## src/rtl/coh_line_pkg.sv

```systemverilog
package coh_line_pkg;

    typedef enum logic [3:0] {
        LS_I    = 4'd0,
        LS_S    = 4'd1,
        LS_M    = 4'd2,
        LS_ISD  = 4'd3,
        LS_ISDI = 4'd4,
        LS_IMAD = 4'd5,
        LS_IMA  = 4'd6,
        LS_MF   = 4'd7,
        LS_MIA  = 4'd8,
        LS_SIA  = 4'd9,
        LS_IIA  = 4'd10
    } line_st_e;

    typedef enum logic [3:0] {
        MSG_GETS   = 4'd0,
        MSG_GETM   = 4'd1,
        MSG_PUTM   = 4'd2,
        MSG_DATA   = 4'd3,
        MSG_INV    = 4'd4,
        MSG_INVACK = 4'd5,
        MSG_FWDS   = 4'd6,
        MSG_FWDM   = 4'd7,
        MSG_PUTACK = 4'd8
    } msg_e;

    typedef enum logic [1:0] {
        OP_LOAD  = 2'd0,
        OP_STORE = 2'd1,
        OP_EVICT = 2'd2
    } cpu_op_e;

    function automatic logic is_transient(input logic [3:0] s);
        return !(s == LS_I || s == LS_S || s == LS_M);
    endfunction

endpackage

```

## src/rtl/coh_ack_tracker.sv

```systemverilog
module coh_ack_tracker #(
    parameter int ACK_W = 4
) (
    input  logic                    clk,
    input  logic                    rst_n,
    input  logic                    clr,
    input  logic                    add_en,
    input  logic signed [ACK_W-1:0] add_val,
    input  logic                    dec_en,
    output logic signed [ACK_W-1:0] cnt_q,
    output logic                    zero_next
);
    localparam logic signed [ACK_W-1:0] ONE = ACK_W'(1);

    logic signed [ACK_W-1:0] addend;
    logic signed [ACK_W-1:0] sub;
    logic signed [ACK_W-1:0] cnt_d;

    always_comb begin
        addend    = add_en ? add_val : '0;
        sub       = dec_en ? ONE : '0;
        cnt_d     = cnt_q + addend - sub;
        zero_next = (cnt_d == '0);
    end

    always_ff @(posedge clk or negedge rst_n) begin
        if (!rst_n)               cnt_q <= '0;
        else if (clr)             cnt_q <= '0;
        else if (add_en | dec_en) cnt_q <= cnt_d;
    end
endmodule

```

## src/rtl/coh_fwd_hold.sv

```systemverilog
module coh_fwd_hold #(
    parameter int NODE_W = 3
) (
    input  logic              clk,
    input  logic              rst_n,
    input  logic              capture,
    input  logic              cap_excl,
    input  logic [NODE_W-1:0] cap_req,
    input  logic              release_i,
    output logic              pend,
    output logic              excl,
    output logic [NODE_W-1:0] req
);
    always_ff @(posedge clk or negedge rst_n) begin
        if (!rst_n) begin
            pend <= 1'b0;
            excl <= 1'b0;
            req  <= '0;
        end else if (release_i) begin
            pend <= 1'b0;
        end else if (capture) begin
            pend <= 1'b1;
            excl <= cap_excl;
            req  <= cap_req;
        end
    end
endmodule

```

## src/rtl/coh_line_ctrl.sv

```systemverilog
module coh_line_ctrl
    import coh_line_pkg::*;
#(
    parameter int NODE_W  = 3,
    parameter int ACK_W   = 4,
    parameter int HOME_ID = 0
) (
    input  logic              clk,
    input  logic              rst_n,
    input  logic              cpu_valid,
    input  logic [1:0]        cpu_op,
    output logic              cpu_hit,
    output logic              cpu_stall,
    input  logic              rx_valid,
    input  logic [3:0]        rx_type,
    input  logic [NODE_W-1:0] rx_src,
    input  logic [ACK_W-1:0]  rx_acks,
    output logic              tx_valid,
    output logic [3:0]        tx_type,
    output logic [NODE_W-1:0] tx_dst,
    output logic              tx_home_copy,
    output logic [3:0]        line_state
);
    localparam logic [NODE_W-1:0] HOME = NODE_W'(HOME_ID);

    line_st_e st_q, st_d;
    msg_e     rmsg;
    cpu_op_e  op;

    logic trk_clr, trk_add, trk_dec, zero_next;
    logic signed [ACK_W-1:0] ack_cnt;
    logic f_cap, f_rel, f_pend, f_excl;
    logic [NODE_W-1:0] f_req;
    msg_e tx_t;

    assign rmsg = msg_e'(rx_type);
    assign op   = cpu_op_e'(cpu_op);

    coh_ack_tracker #(.ACK_W(ACK_W)) u_acks (
        .clk       (clk),
        .rst_n     (rst_n),
        .clr       (trk_clr),
        .add_en    (trk_add),
        .add_val   (rx_acks),
        .dec_en    (trk_dec),
        .cnt_q     (ack_cnt),
        .zero_next (zero_next)
    );

    coh_fwd_hold #(.NODE_W(NODE_W)) u_fwd (
        .clk       (clk),
        .rst_n     (rst_n),
        .capture   (f_cap),
        .cap_excl  (rmsg == MSG_FWDM),
        .cap_req   (rx_src),
        .release_i (f_rel),
        .pend      (f_pend),
        .excl      (f_excl),
        .req       (f_req)
    );

    // state register
    always_ff @(posedge clk or negedge rst_n) begin
        if (!rst_n) st_q <= LS_I;
        else        st_q <= st_d;
    end

    // next state and outputs
    always_comb begin
        st_d         = st_q;
        cpu_hit      = 1'b0;
        tx_valid     = 1'b0;
        tx_t         = MSG_DATA;
        tx_dst       = HOME;
        tx_home_copy = 1'b0;
        trk_clr      = 1'b0;
        trk_add      = 1'b0;
        trk_dec      = 1'b0;
        f_cap        = 1'b0;
        f_rel        = 1'b0;

        if (rx_valid) begin
            unique case (st_q)
                LS_I: begin
                    if (rmsg == MSG_INV) begin
                        tx_valid = 1'b1; tx_t = MSG_INVACK; tx_dst = rx_src;
                    end
                end
                LS_S: begin
                    if (rmsg == MSG_INV) begin
                        tx_valid = 1'b1; tx_t = MSG_INVACK; tx_dst = rx_src;
                        st_d = LS_I;
                    end
                end
                LS_M: begin
                    if (rmsg == MSG_FWDS) begin
                        tx_valid = 1'b1; tx_dst = rx_src; tx_home_copy = 1'b1;
                        st_d = LS_S;
                    end else if (rmsg == MSG_FWDM) begin
                        tx_valid = 1'b1; tx_dst = rx_src;
                        st_d = LS_I;
                    end
                end
                LS_ISD: begin
                    if (rmsg == MSG_DATA) begin
                        st_d = LS_S;
                    end else if (rmsg == MSG_INV) begin
                        tx_valid = 1'b1; tx_t = MSG_INVACK; tx_dst = rx_src;
                        st_d = LS_ISDI;
                    end
                end
                LS_ISDI: begin
                    if (rmsg == MSG_DATA) st_d = LS_I;
                end
                LS_IMAD, LS_IMA: begin
                    if (rmsg == MSG_DATA && st_q == LS_IMAD) begin
                        trk_add = 1'b1;
                        st_d = zero_next ? (f_pend ? LS_MF : LS_M) : LS_IMA;
                    end else if (rmsg == MSG_INVACK) begin
                        trk_dec = 1'b1;
                        if (st_q == LS_IMA && zero_next)
                            st_d = f_pend ? LS_MF : LS_M;
                    end else if (rmsg == MSG_INV) begin
                        tx_valid = 1'b1; tx_t = MSG_INVACK; tx_dst = rx_src;
                    end else if ((rmsg == MSG_FWDS || rmsg == MSG_FWDM) && !f_pend) begin
                        f_cap = 1'b1;
                    end
                end
                LS_MIA: begin
                    if (rmsg == MSG_FWDS) begin
                        tx_valid = 1'b1; tx_dst = rx_src; tx_home_copy = 1'b1;
                        st_d = LS_SIA;
                    end else if (rmsg == MSG_FWDM) begin
                        tx_valid = 1'b1; tx_dst = rx_src;
                        st_d = LS_IIA;
                    end else if (rmsg == MSG_PUTACK) begin
                        st_d = LS_I;
                    end
                end
                LS_SIA, LS_IIA: begin
                    if (rmsg == MSG_PUTACK) st_d = LS_I;
                end
                default: ;
            endcase
        end else if (cpu_valid) begin
            unique case (st_q)
                LS_I: begin
                    if (op == OP_LOAD) begin
                        tx_valid = 1'b1; tx_t = MSG_GETS; st_d = LS_ISD;
                    end else if (op == OP_STORE) begin
                        tx_valid = 1'b1; tx_t = MSG_GETM; trk_clr = 1'b1;
                        st_d = LS_IMAD;
                    end else if (op == OP_EVICT) begin
                        cpu_hit = 1'b1;
                    end
                end
                LS_S: begin
                    if (op == OP_LOAD) begin
                        cpu_hit = 1'b1;
                    end else if (op == OP_STORE) begin
                        tx_valid = 1'b1; tx_t = MSG_GETM; trk_clr = 1'b1;
                        st_d = LS_IMAD;
                    end else if (op == OP_EVICT) begin
                        cpu_hit = 1'b1; st_d = LS_I;
                    end
                end
                LS_M: begin
                    if (op == OP_LOAD || op == OP_STORE) begin
                        cpu_hit = 1'b1;
                    end else if (op == OP_EVICT) begin
                        tx_valid = 1'b1; tx_t = MSG_PUTM; st_d = LS_MIA;
                    end
                end
                LS_MF: begin
                    if (op == OP_STORE) begin
                        cpu_hit = 1'b1;
                        tx_valid = 1'b1; tx_dst = f_req; tx_home_copy = !f_excl;
                        f_rel = 1'b1;
                        st_d = f_excl ? LS_I : LS_S;
                    end
                end
                default: ;
            endcase
        end
        cpu_stall = cpu_valid & ~cpu_hit;
    end

    assign tx_type    = tx_t;
    assign line_state = st_q;
endmodule

```

## config.mk

```make
export PLATFORM = sky130hd
export DESIGN_NAME = coh_line_ctrl
export DESIGN_NICKNAME = d
export VERILOG_FILES = /design/src/rtl/coh_line_pkg.sv /design/src/rtl/coh_ack_tracker.sv /design/src/rtl/coh_fwd_hold.sv /design/src/rtl/coh_line_ctrl.sv
export SDC_FILE = /design/constraint.sdc
export NUM_CORES = 1
export LEC_CHECK = 0
export ABC_AREA = 0
export CORE_MARGIN = 2
export CORE_UTILIZATION = 52
export CTS_BUF_LIST = sky130_fd_sc_hd__clkbuf_8
export CTS_CLUSTER_DIAMETER = 80
export DETAILED_ROUTE_END_ITERATION = 8
export GPL_TIMING_DRIVEN = 0
export PLACE_DENSITY = 0.86
export REMOVE_ABC_BUFFERS = 1
export SLEW_MARGIN = 25
export SYNTH_ARGS = -nofsm -noshare
export SYNTH_HDL_FRONTEND = slang
export SYNTH_SLANG_ARGS = --single-unit
```

## constraint.sdc

```tcl
create_clock -name clk -period 4.09 [get_ports clk]
set_clock_uncertainty 0.2 [all_clocks]
set_input_delay 0.818 -clock clk [delete_from_list [all_inputs] [get_ports clk]]
set_output_delay 0.818 -clock clk [all_outputs]
set_load 0.01 [all_outputs]
```

==> impl_metrics.json <==
{
  "status": "finished with violations",
  "failed_checks": "design-rule violations",
  "yosys_warnings": 0,
  "path_buf_inv": 3,
  "ant_nets": 0,
  "p_leak_nw": 0.782,
  "drt_pass1_iterations": 6,
  "io_pins": 32,
  "yosys_register_bits": 13,
  "synth.area.top_cells": "dfrtp_1 21%, a21oi_1 5.1%, ha_1 4.8%",
  "ir_drop_uv": 208,
  "design_area_um2": 1930,
  "crit_start": "cpu_op[1]",
  "cpMostUsedCell": "clkdlybuf4s50_1",
  "grt_pass1_vias": 1499,
  "hold_buffers": 0,
  "initial_utilization_pct": 55.5,
  "post-route-period-util_pct": 96.7,
  "cts.path.max_buffers": 2,
  "tightest_slew_ns": 0.929,
  "wl_mm": 4.09,
  "utilization_pct": 68.9,
  "slowest_delay_ns": 0.61,
  "fin_crit_ns": 3.96,
  "yosys.area.top_type": "dfrtp_1",
  "slowest_stage": "clkdlybuf4s50_1",
  "post-dp-hpwl_mm": 2.88,
  "min_from": "u_fwd.req[2]$_DFFE_PN0P_",
  "grt_first_pass_wirelength_mm": 6.77,
  "htreeDepth": 1,
  "drc": 3,
  "seq_area_frac_synth_pct": 20.9,
  "hold_violations": 0,
  "drt_iter0_markers": 167,
  "cts.sinks": 13,
  "wl_met1_mm": 1.84,
  "grt.overflow.total": 0,
  "ys.flop_type": "dfrtp_1",
  "power_per_cell_area_nw_per_um2": 391,
  "hold_path_end": "u_fwd.req[2]$_DFFE_PN0P_",
  "rsz0062_at_grt": "no",
  "cts-root-buf": "clkbuf_8",
  "cp_max_fo": 11,
  "die-area_um2": 3450,
  "grt_max_degree": 24,
  "drv_slew": 0,
  "setup_violations": 0,
  "synth_top_area_share_pct": 20.9,
  "port_buffers": 30,
  "cts_made_buffers": 3,
  "final_nets": 256,
  "reg2reg_to": "line_state[0]$_DFFE_PN0P_",
  "slew_headroom_pct": 36.4,
  "crit_chain": "clkdlybuf4s50_1 > nand2b_1 > nor4bb_4 > buf_4 > a22o_1 > clkdlybuf4s50_1",
  "cts_tree": "built",
  "min_path_type": "reg2reg",
  "wl_per_cell_um": 15.6,
  "coreArea_um2": 2810,
  "r2r-start": "line_state[1]$_DFFE_PN0P_",
  "cp.arrival_ns": 2.94,
  "dpl_cell_area_um2": 1830,
  "max_freq_mhz": 253,
  "dieHeight_um": 58.7,
  "crit_family": "buffers and inverters",
  "drv_cap": 0,
  "antennaDiodeCount": 0,
  "vias": 1645,
  "highest_layer": "met4",
  "fin_hold_ws_ns": 0.312,
  "netlist_area_um2": 1560,
  "syn_inst": 207,
  "ys_types": 51,
  "timing.reg2reg.setup_slack_ns": 0.23,
  "antenna_found_initial": 0,
  "synth_edf_count": 0,
  "worstPathRequired_ns": 3.07,
  "crit_path_start_kind": "primary input",
  "cp-end-kind": "output pin",
  "rows": 19,
  "path_clk_slew_ns": 0.06,
  "routabilityCongestion": 0.979,
  "crit_type": "in2out",
  "grt_usage_pct": 25.2,
  "via_per_inst": 6.28,
  "die_w_um": 58.7,
  "routed-wl-met3_um": 291,
  "syn_to_final_growth_pct": 24.2,
  "layout-drive-gt1-share_pct": 12.1,
  "dr_wl_met2_mm": 1.84,
  "async_reset_ff_share_pct": 100,
  "synth.avg_cell_area_um2": 7.52,
  "reg2reg_depth": 16,
  "hold_depth": 1,
  "worstSkewPairLatency_ns": 0.24,
  "ys_top_cells_by_count": "16 x a21oi_1, 16 x nand2_1, 15 x inv_1, 15 x nor2_1, 13 x dfrtp_1"
}
-- kinds of logic (layout without fill, tap and decap cells) --
kind of cell	after synthesis	count (layout)	share of synthesized area, %
compound gates	52	52	21.7
other cells	1	1	0.241
simple gates	84	84	30.6
flops	13	13	20.9
fa+ha+maj	7	7	6.11
mux	10	10	6.99
buf+inv	30	54	7.80
xor+xnor	10	10	5.63
-- metal layers --
layer / vias up / global-route usage (%)
met5: - / 0
met4: 0 / 9.74
met3: 17 / 4.18
met2: 87 / 39.8
met1: 750 / 34.7
li1: 791 / -
-- registers in the layout, indices dropped and copies added, names as in the netlist --
signal	cells
u_fwd.excl	1
u_acks.cnt_q	4
u_fwd.pend	1
line_state	4
u_fwd.req	3
-- cell type report --
| cell class | instances | area [um^2] |
|---|---|---|
| Timing Repair Buffer | 35 | 320 |
| Clock buffer | 3 | 41.3 |
| Tap cell | 31 | 38.8 |
| Multi-Input combinational cell | 164 | 1140 |
| Inverter | 15 | 56.3 |
| Sequential cell | 13 | 328 |
| Clock inverter | 1 | 3.75 |
| Fill cell | 230 | 872 |
-- worst register-to-register path, stage by stage (launching register included) --
cell and delay (ns):
dfrtp_2 0.56, inv_1 0.23, nand2_1 0.15, o21ai_0 0.18
nand3_1 0.11, nor2_1 0.14, ha_1 0.23, inv_1 0.06
ha_1 0.17, inv_1 0.06, fa_1 0.38, xor2_1 0.16
and3_1 0.20, nor2b_2 0.17, a211oi_2 0.32, nor2_4 0.08
mux2_1 0.32
-- what timing repair did --
item | CTS | global route
resized for setup | 10 | 13
endpoints found under the setup margin | 8 | 8
pin swaps | 2 | 4
buffers inserted | 2 | 3
endpoints found under the hold margin | 0 | 0
-- power by group --
group | internal (W) | total (W) | switching, W
Clock | 0.0000664 | 0.000114 | 0.0000480
Combinational | 0.000194 | 0.000408 | 0.000214
Sequential | 0.000147 | 0.000233 | 0.0000855
Total | 0.000408 | 0.000755 | 0.000347
-- cell usage in the layout (no fill, tap or decap), types with 2 or more instances in the layout --
cell / count
xnor2_1: 7
nand2b_1: 7
o41ai_1: 3
nor3_1: 2
or4_1: 2
mux2i_1: 3
inv_1: 16
and3_1: 5
o32a_1: 2
dfrtp_2: 2
clkbuf_8: 3
ha_1: 6
nand3b_1: 4
nor2b_1: 6
dfrtp_1: 11
clkbuf_2: 3
o22ai_1: 2
a21oi_1: 16
and2_1: 2
or3b_1: 2
or3_1: 4
nand3_1: 7
nand2_1: 16
nor2_1: 15
nor3b_1: 2
o211ai_1: 2
o21ai_0: 12
clkdlybuf4s50_1: 25
buf_4: 5
a22o_1: 3
mux2_2: 4
mux2_1: 3
xor2_1: 3
-- worst max path at each step --
stage               slack, ns                   endpoint  cells after the start
floorplan                0.36  line_state[0]$_DFFE_PN0P_                     15
detailed placement      -0.65  line_state[0]$_DFFE_PN0P_                     16
global placement        -0.60                  tx_dst[2]                      7
CTS                      0.02               tx_home_copy                      6
finish                   0.13                  tx_dst[2]                      6
global route             0.01  line_state[0]$_DFFE_PN0P_                     16
-- through the flow --
stage,TNS (ns),cells,setup slack [ns],power (W)
floorplan,0,192,0.356,0.000475
global placement,-4.35,253,-0.596,0.000611
detailed placement,-4.66,253,-0.649,0.000614
CTS,0,259,0.0193,0.000743
global route,0,262,0.0112,0.000810
finish,0,262,0.133,0.000755
Note: power is estimated with default switching activity, not from simulation.
